### src/rtl/dma_regbank_pkg.sv
package dma_regbank_pkg;
  localparam logic [7:0] OFF_ID       = 8'h08;
  localparam logic [7:0] OFF_GLBCTRL  = 8'h10;
  localparam logic [7:0] OFF_POLL     = 8'h14;
  localparam logic [7:0] OFF_CHSEL    = 8'h18;
  localparam logic [7:0] OFF_CHCTRL   = 8'h1C;
  localparam logic [7:0] OFF_BASE     = 8'h20;
  localparam logic [7:0] OFF_LEN      = 8'h24;
  localparam logic [7:0] OFF_STAT     = 8'h28;
  localparam logic [7:0] OFF_INTEN    = 8'h2C;
  localparam logic [7:0] OFF_PORTSEL  = 8'h40;
  localparam logic [7:0] OFF_PORTCTRL = 8'h44;
  localparam logic [7:0] OFF_GLBIE    = 8'hF4;

  localparam logic [31:0] PORT_MASK = 32'h0000_0F7C;
  localparam int DONE_BIT = 3;

  typedef struct packed {
    logic chSel;
    logic chCtrl;
    logic base;
    logic len;
    logic stat;
    logic intEn;
    logic glbCtrl;
    logic poll;
    logic portSel;
    logic portCtrl;
    logic glbIe;
  } wrStrb_t;

  typedef enum logic [3:0] {
    RD_NONE, RD_ID, RD_POLL, RD_CHSEL, RD_CHCTRL, RD_BASE, RD_LEN,
    RD_STAT, RD_INTEN, RD_PORTSEL, RD_PORTCTRL, RD_GLBIE
  } rdSel_t;
endpackage

### src/rtl/dma_regbank_ctrl.sv
module dma_regbank_ctrl
  import dma_regbank_pkg::*;
(
  input  logic       busWrEn,
  input  logic       busRdEn,
  input  logic [7:0] busAddr,
  output wrStrb_t    wrStrb,
  output rdSel_t     rdSel
);
  always_comb begin
    wrStrb = '0;
    if (busWrEn) begin
      case (busAddr)
        OFF_GLBCTRL:  wrStrb.glbCtrl  = 1'b1;
        OFF_POLL:     wrStrb.poll     = 1'b1;
        OFF_CHSEL:    wrStrb.chSel    = 1'b1;
        OFF_CHCTRL:   wrStrb.chCtrl   = 1'b1;
        OFF_BASE:     wrStrb.base     = 1'b1;
        OFF_LEN:      wrStrb.len      = 1'b1;
        OFF_STAT:     wrStrb.stat     = 1'b1;
        OFF_INTEN:    wrStrb.intEn    = 1'b1;
        OFF_PORTSEL:  wrStrb.portSel  = 1'b1;
        OFF_PORTCTRL: wrStrb.portCtrl = 1'b1;
        OFF_GLBIE:    wrStrb.glbIe    = 1'b1;
        default: ;
      endcase
    end
  end

  always_comb begin
    rdSel = RD_NONE;
    if (busRdEn) begin
      case (busAddr)
        OFF_ID:       rdSel = RD_ID;
        OFF_POLL:     rdSel = RD_POLL;
        OFF_CHSEL:    rdSel = RD_CHSEL;
        OFF_CHCTRL:   rdSel = RD_CHCTRL;
        OFF_BASE:     rdSel = RD_BASE;
        OFF_LEN:      rdSel = RD_LEN;
        OFF_STAT:     rdSel = RD_STAT;
        OFF_INTEN:    rdSel = RD_INTEN;
        OFF_PORTSEL:  rdSel = RD_PORTSEL;
        OFF_PORTCTRL: rdSel = RD_PORTCTRL;
        OFF_GLBIE:    rdSel = RD_GLBIE;
        default:      rdSel = RD_NONE;
      endcase
    end
  end
endmodule

### src/rtl/dma_regbank_data.sv
module dma_regbank_data
  import dma_regbank_pkg::*;
#(
  parameter int NCH        = 8,
  parameter int NPORT      = 4,
  parameter int LEN_W      = 16,
  parameter int REV        = 11,
  parameter int RST_CYCLES = 4
) (
  input  logic              clk,
  input  logic              rstN,
  input  wrStrb_t           wrStrb,
  input  rdSel_t            rdSel,
  input  logic [31:0]       busWrData,
  input  logic [NCH-1:0]    descDone,
  output logic [31:0]       busRdData,
  output logic              irqOut,
  output logic [NCH-1:0]    chOnV,
  output logic [NCH-1:0]    rstBusyV,
  output logic [NCH-1:0]    statV,
  output logic [NCH-1:0]    ieBitV,
  output logic [NCH-1:0]    glbIeV
);
  localparam int CH_IDX_W = (NCH > 1) ? $clog2(NCH) : 1;
  localparam int PT_IDX_W = (NPORT > 1) ? $clog2(NPORT) : 1;
  localparam int CNT_W    = $clog2(RST_CYCLES + 1);
  localparam logic [31:0] ID_WORD =
    (32'(NCH) << 20) | (32'(NPORT) << 16) | 32'(REV & 31);

  logic [7:0] chSel, portSel;
  logic [NCH-1:0] glbIe;
  logic pollOn, pollDiv;
  logic chValid, portValid;
  logic [CH_IDX_W-1:0] chIdx;
  logic [PT_IDX_W-1:0] ptIdx;
  logic glbRst;

  logic [31:0] ctrlWord [NCH];
  logic [31:0] baseWord [NCH];
  logic [31:0] lenWord  [NCH];
  logic [31:0] ieWord   [NCH];
  logic [31:0] portWord [NPORT];

  assign chValid   = 32'(chSel) < NCH;
  assign portValid = 32'(portSel) < NPORT;
  assign chIdx     = chSel[CH_IDX_W-1:0];
  assign ptIdx     = portSel[PT_IDX_W-1:0];
  assign glbRst    = wrStrb.glbCtrl && busWrData[0];

  always_ff @(posedge clk) begin
    if (!rstN) begin
      chSel <= '0; portSel <= '0; glbIe <= '0; pollOn <= 1'b0; pollDiv <= 1'b0;
    end else begin
      if (wrStrb.chSel)   chSel   <= busWrData[7:0];
      if (wrStrb.portSel) portSel <= busWrData[7:0];
      if (wrStrb.poll) begin
        pollOn  <= busWrData[31];
        pollDiv <= busWrData[6];
      end
      if (glbRst)            glbIe <= '0;
      else if (wrStrb.glbIe) glbIe <= busWrData[NCH-1:0];
    end
  end

  for (genvar i = 0; i < NCH; i++) begin : g_ch
    logic onQ, txQ, statQ;
    logic [1:0] wtQ;
    logic [31:0] baseQ;
    logic [LEN_W-1:0] lenQ;
    logic [7:0] ieQ;
    logic [CNT_W-1:0] cntQ;
    logic hit;
    assign hit = chValid && (chIdx == CH_IDX_W'(i));

    always_ff @(posedge clk) begin
      if (!rstN) begin
        onQ <= 1'b0; txQ <= 1'b0; wtQ <= '0; ieQ <= '0; cntQ <= '0;
      end else if (glbRst) begin
        onQ <= 1'b0; ieQ <= '0; cntQ <= '0;
      end else begin
        if (cntQ != '0) cntQ <= cntQ - 1'b1;
        if (hit && wrStrb.chCtrl) begin
          txQ <= busWrData[8];
          wtQ <= busWrData[17:16];
          if (busWrData[1]) begin
            onQ  <= 1'b0;
            cntQ <= CNT_W'(RST_CYCLES);
          end else begin
            onQ <= busWrData[0];
          end
        end
        if (hit && wrStrb.intEn) ieQ <= busWrData[7:0];
      end
    end

    always_ff @(posedge clk) begin
      if (!rstN) begin
        baseQ <= '0; lenQ <= '0; statQ <= 1'b0;
      end else begin
        if (hit && wrStrb.base) baseQ <= busWrData;
        if (hit && wrStrb.len)  lenQ  <= busWrData[LEN_W-1:0];
        if (descDone[i])        statQ <= 1'b1;
        else if (hit && wrStrb.stat && busWrData[DONE_BIT]) statQ <= 1'b0;
      end
    end

    assign ctrlWord[i] = {14'b0, wtQ, 7'b0, txQ, 6'b0, (cntQ != '0), onQ};
    assign baseWord[i] = baseQ;
    assign lenWord[i]  = 32'(lenQ);
    assign ieWord[i]   = {24'b0, ieQ};
    assign chOnV[i]    = onQ;
    assign rstBusyV[i] = (cntQ != '0);
    assign statV[i]    = statQ;
    assign ieBitV[i]   = ieQ[DONE_BIT];
  end

  for (genvar p = 0; p < NPORT; p++) begin : g_port
    logic [31:0] ctrlQ;
    always_ff @(posedge clk) begin
      if (!rstN) ctrlQ <= '0;
      else if (portValid && ptIdx == PT_IDX_W'(p) && wrStrb.portCtrl)
        ctrlQ <= busWrData & PORT_MASK;
    end
    assign portWord[p] = ctrlQ;
  end

  logic [31:0] rdMux;
  always_comb begin
    rdMux = '0;
    case (rdSel)
      RD_ID:       rdMux = ID_WORD;
      RD_POLL:     rdMux = {pollOn, 24'b0, pollDiv, 6'b0};
      RD_CHSEL:    rdMux = {24'b0, chSel};
      RD_PORTSEL:  rdMux = {24'b0, portSel};
      RD_GLBIE:    rdMux = 32'(glbIe);
      RD_CHCTRL:   if (chValid) rdMux = ctrlWord[chIdx];
      RD_BASE:     if (chValid) rdMux = baseWord[chIdx];
      RD_LEN:      if (chValid) rdMux = lenWord[chIdx];
      RD_INTEN:    if (chValid) rdMux = ieWord[chIdx];
      RD_STAT:     if (chValid) rdMux = 32'(statV[chIdx]) << DONE_BIT;
      RD_PORTCTRL: if (portValid) rdMux = portWord[ptIdx];
      default:     rdMux = '0;
    endcase
  end

  always_ff @(posedge clk) begin
    if (!rstN) busRdData <= '0;
    else       busRdData <= rdMux;
  end

  assign glbIeV = glbIe;
  assign irqOut = |(statV & ieBitV & glbIe);
endmodule

### src/rtl/dma_regbank_top.sv
module dma_regbank_top
  import dma_regbank_pkg::*;
#(
  parameter int NCH        = 8,
  parameter int NPORT      = 4,
  parameter int LEN_W      = 16,
  parameter int REV        = 11,
  parameter int RST_CYCLES = 4
) (
  input  logic           clk,
  input  logic           rstN,
  input  logic           busWrEn,
  input  logic           busRdEn,
  input  logic [7:0]     busAddr,
  input  logic [31:0]    busWrData,
  output logic [31:0]    busRdData,
  input  logic [NCH-1:0] descDone,
  output logic           irqOut
);
  wrStrb_t wrStrb;
  rdSel_t  rdSel;
  logic [NCH-1:0] chOnV, rstBusyV, statV, ieBitV, glbIeV;

  dma_regbank_ctrl u_ctrl (
    .busWrEn(busWrEn), .busRdEn(busRdEn), .busAddr(busAddr),
    .wrStrb(wrStrb), .rdSel(rdSel)
  );

  dma_regbank_data #(
    .NCH(NCH), .NPORT(NPORT), .LEN_W(LEN_W), .REV(REV), .RST_CYCLES(RST_CYCLES)
  ) u_data (
    .clk(clk), .rstN(rstN), .wrStrb(wrStrb), .rdSel(rdSel),
    .busWrData(busWrData), .descDone(descDone), .busRdData(busRdData),
    .irqOut(irqOut), .chOnV(chOnV), .rstBusyV(rstBusyV), .statV(statV),
    .ieBitV(ieBitV), .glbIeV(glbIeV)
  );
endmodule

### config.mk
export PLATFORM = sky130hd
export DESIGN_NAME = dma_regbank_top
export DESIGN_NICKNAME = d
export VERILOG_FILES = /design/src/rtl/dma_regbank_pkg.sv /design/src/rtl/dma_regbank_ctrl.sv /design/src/rtl/dma_regbank_data.sv /design/src/rtl/dma_regbank_top.sv
export SDC_FILE = /design/constraint.sdc
export NUM_CORES = 1
export LEC_CHECK = 0
export BUFFER_PORTS_ARGS = -buffer_cell sky130_fd_sc_hd__buf_4
export CORE_ASPECT_RATIO = 0.8
export CORE_MARGIN = 4
export CORE_UTILIZATION = 40
export CTS_CLUSTER_SIZE = 16
export DETAILED_ROUTE_END_ITERATION = 16
export PLACE_DENSITY = 0.58
export SLEW_MARGIN = 20
export SYNTH_ARGS = -nofsm -noshare
export SYNTH_HDL_FRONTEND = slang
export SYNTH_SLANG_ARGS = --single-unit
### constraint.sdc
create_clock -name clk -period 6.2 [get_ports clk]
set_input_delay 0.31 -clock clk [delete_from_list [all_inputs] [get_ports clk]]
set_output_delay 0.31 -clock clk [all_outputs]
set_load 0.005 [all_outputs]
==> flow_summary.toml <==
[placed_design]
numPortBuffers = 84
gp_congestion = 0.933
hpwl_um = 50800
post_dp_cell_area_um2 = 28400
dp_slack_ns = 2.86

[clock_network]
htreeDepth = 2
numCtsBuffers = 59
cts_tree = "done"
cts_resized = 0
cts_sinks = 606
cts_hold_buf = 22
clkSlewWorstSetupHoldPaths_ns = 0.07
clock_latency_ns = 0.63
cts_root_buffer = "clkbuf_16"
cts.path.max_buffers = 3
post-cts-setup-buffer-count = 0

[timing]
finalSetupViolCount = 0
skew_ns = 0.0162
hold_viol_final = 0
worst_pin_slew_ns = 1.09
clock.fmax_mhz = 297
min_period_ns = 3.37
maxSlewHeadroom_pct = 27.4
fin_setup_tns_ns = 0
drv_slew = 0
final.setup.worst_slack_ns = 2.83
fin_crit_sh_pct = 54.4
rsz0062_at_grt = "false"

[floorplan]
fp.coreArea_um2 = 67500
fp-row-count = 85
initial_core_util_pct = 40.5
pin_count = 85
die-area_um2 = 72700
die_w_um = 300
die_h_um = 242

[synthesis]
syn_area_um2 = 27400
synth_top_area_cell = "dfxtp_1"
synth-seq-area-share_pct = 44.4
synth_nets = 3128
yosys.cell_types.count = 57
synth_area_leaders = "dfxtp_1 (44%), nand2_1 (13%), a21boi_0 (12%)"
synth_cells = 3052
yosys.area.top_type_share_pct = 44.4
ys_warn_count = 0
async_reset_ff_share_pct = 0
synth-edff-count = 0
synth_flop_cell = "dfxtp_1"
yosys_register_bits = 606
avgSynthCellArea_um2 = 8.96

[global_routing]
gr-total-overflow = 0
first_global_vias = 21284
grt_use_total_pct = 22.6
grt_antenna_before_repair = 2
grt_max_degree = 307
grt_pass1_wl_um = 129000

[final_layout]
layout_common_cells = "nand2_1 (970), dfxtp_1 (603), a21boi_0 (432), mux4_2 (133), nor2_1 (123)"
area_delta_synth_final_pct = 12.6
drive_above_1_share_pct = 13.1
finalNetCount = 3058
diodes = 0
final_common_cell = "nand2_1"
finish.instance_area_um2 = 30800

[route]
antenna_left = 0
vias_per_cell = 5.54
wirelength_um = 84400
drcViolationCount = 0
vias = 21856
wire_per_inst_um = 21.4
drt_iter0_markers = 1899
dr.pass1.iters = 5

[worst_setup_path]
critPathMaxFanout = 59
critPathArrivalTime_ns = 3.82
path_class = "flip-flop to flip-flop"
regToRegSetupSlack_ns = 2.83
start_kind = "flip-flop"
r2r_start = "u_data.chSel[0]"
rr_worst_depth = 6
crit_required_ns = 6.64
endpoint_kind = "flip-flop"
rr_endpoint = "u_data.busRdData[3]"

[power_and_ir_drop]
pwr_density_cell_nw_per_um2 = 269
total_power_mw = 8.27
power.leakage_nw = 9.72
vdd_drop_max_v = 0.000199

[flow_run]
drv_cap = 0

[min_path]
whs_endpoint = "u_data.g_ch[5].baseQ[31]"
min_from = "busWrData[31]"
min_path_type = "input port to flip-flop"
whs_path_depth = 3

[outcome]
outcome = "finished clean"
[logic make-up (layout without fill, tap and decap cells)]
group	after synthesis	count (layout)	share of synthesized area (%)
AND/OR/NAND/NOR	1268	1268	18.8
flip-flops	606	606	44.4
AO/OA/AOI/OAI	593	593	15.7
buffers and inverters	300	278	4.46
multiplexers	252	252	15.4
adder cells (fa/ha/maj)	24	24	1.10
XOR/XNOR	9	9	0.288
[synthesized netlist by cell type (2+ instances only)]
library cell and number:
o21a_1 4, a21o_1 5, a221oi_1 6, o211ai_1 2
nand2_1 971, o22a_1 6, a21oi_1 75, or3_1 3
a22oi_1 9, nor2_1 137, dfxtp_1 606, clkbuf_1 181
a21boi_1 14, a211oi_1 10, nand2b_1 3, nor2_2 5
o21ai_0 7, mux2i_1 108, xor2_1 9, or2_2 3
inv_1 35, a21boi_0 432, nor3_2 3, o22ai_1 4
mux2_2 11, and2_1 6, nand3_1 61, o2111a_1 2
nor4_1 4, ha_1 24, nor3_1 10, nand4_1 7
and3_1 14, nor2b_1 28, buf_2 75, a31oi_1 9
mux4_2 133, and4_1 3, buf_1 9
[worst max-delay path by stage]
stage          cells after the start                        to  slack (ns)             from
2_1_floorplan                      8      u_data.busRdData[18]        4.01  u_data.chSel[0]
3_3_place_gp                       5    u_data.g_ch[7].lenQ[7]        2.82  u_data.chSel[1]
3_5_place_dp                       8       u_data.busRdData[3]        2.86       busAddr[1]
4_1_cts                            5  u_data.g_ch[7].baseQ[22]        2.86  u_data.chSel[1]
5_1_grt                            6   u_data.g_ch[2].lenQ[12]        2.68  u_data.chSel[1]
6_report                           6       u_data.busRdData[3]        2.83  u_data.chSel[0]
[registers in the layout, indices dropped and copies added (netlist names), 16 cells and up]
signal,count
u_data.g_ch.baseQ,256
u_data.g_ch.lenQ,128
u_data.g_ch.ieQ,64
u_data.g_port.ctrlQ,36
u_data.busRdData,32
u_data.g_ch.cntQ,24
u_data.g_ch.wtQ,16
[per-stage QoR]
stage | std cells | util, % | hold WS (ns)
6_report | 3943 | 45.6 | 0.0350
5_1_grt | 3943 | 45.6 | 0.0277
4_1_cts | 3939 | 45.4 | 0.00763
3_5_place_dp | 3808 | 42.0 | 0.446
3_3_place_gp | 3806 | 42.0 | 0.437
2_1_floorplan | 3052 | - | 0.428
[power by group]
group | total (mW) | switching (mW) | internal [mW]
combinational | 0.456 | 0.274 | 0.183
clock | 3.86 | 1.59 | 2.27
sequential | 3.95 | 0.0247 | 3.93
[metal layers]
layer / wire length, um / GRT usage (%)
met5: 34 / 0
met4: 1730 / 5.37
met3: 7610 / 5.12
met2: 36900 / 34.3
met1: 38100 / 32.8
[layout make-up]
type | instances | area (um2)
fillers | 6403 | 36700
multi-input cells | 2146 | 14100
flip-flops and latches | 606 | 12100
clock buffers | 79 | 1710
repair buffers | 134 | 1210
well taps | 913 | 1140
clock inverters | 30 | 362
inverters | 35 | 131
[critical path, stage by stage, from the launching register on]
cell	delay [ns]
dfxtp_4	0.85
buf_12	0.47
mux4_2	0.57
mux2i_1	0.47
o22ai_1	0.23
a221oi_1	0.30
a31oi_1	0.21
No activity file was read; power rests on OpenSTA's default activity.
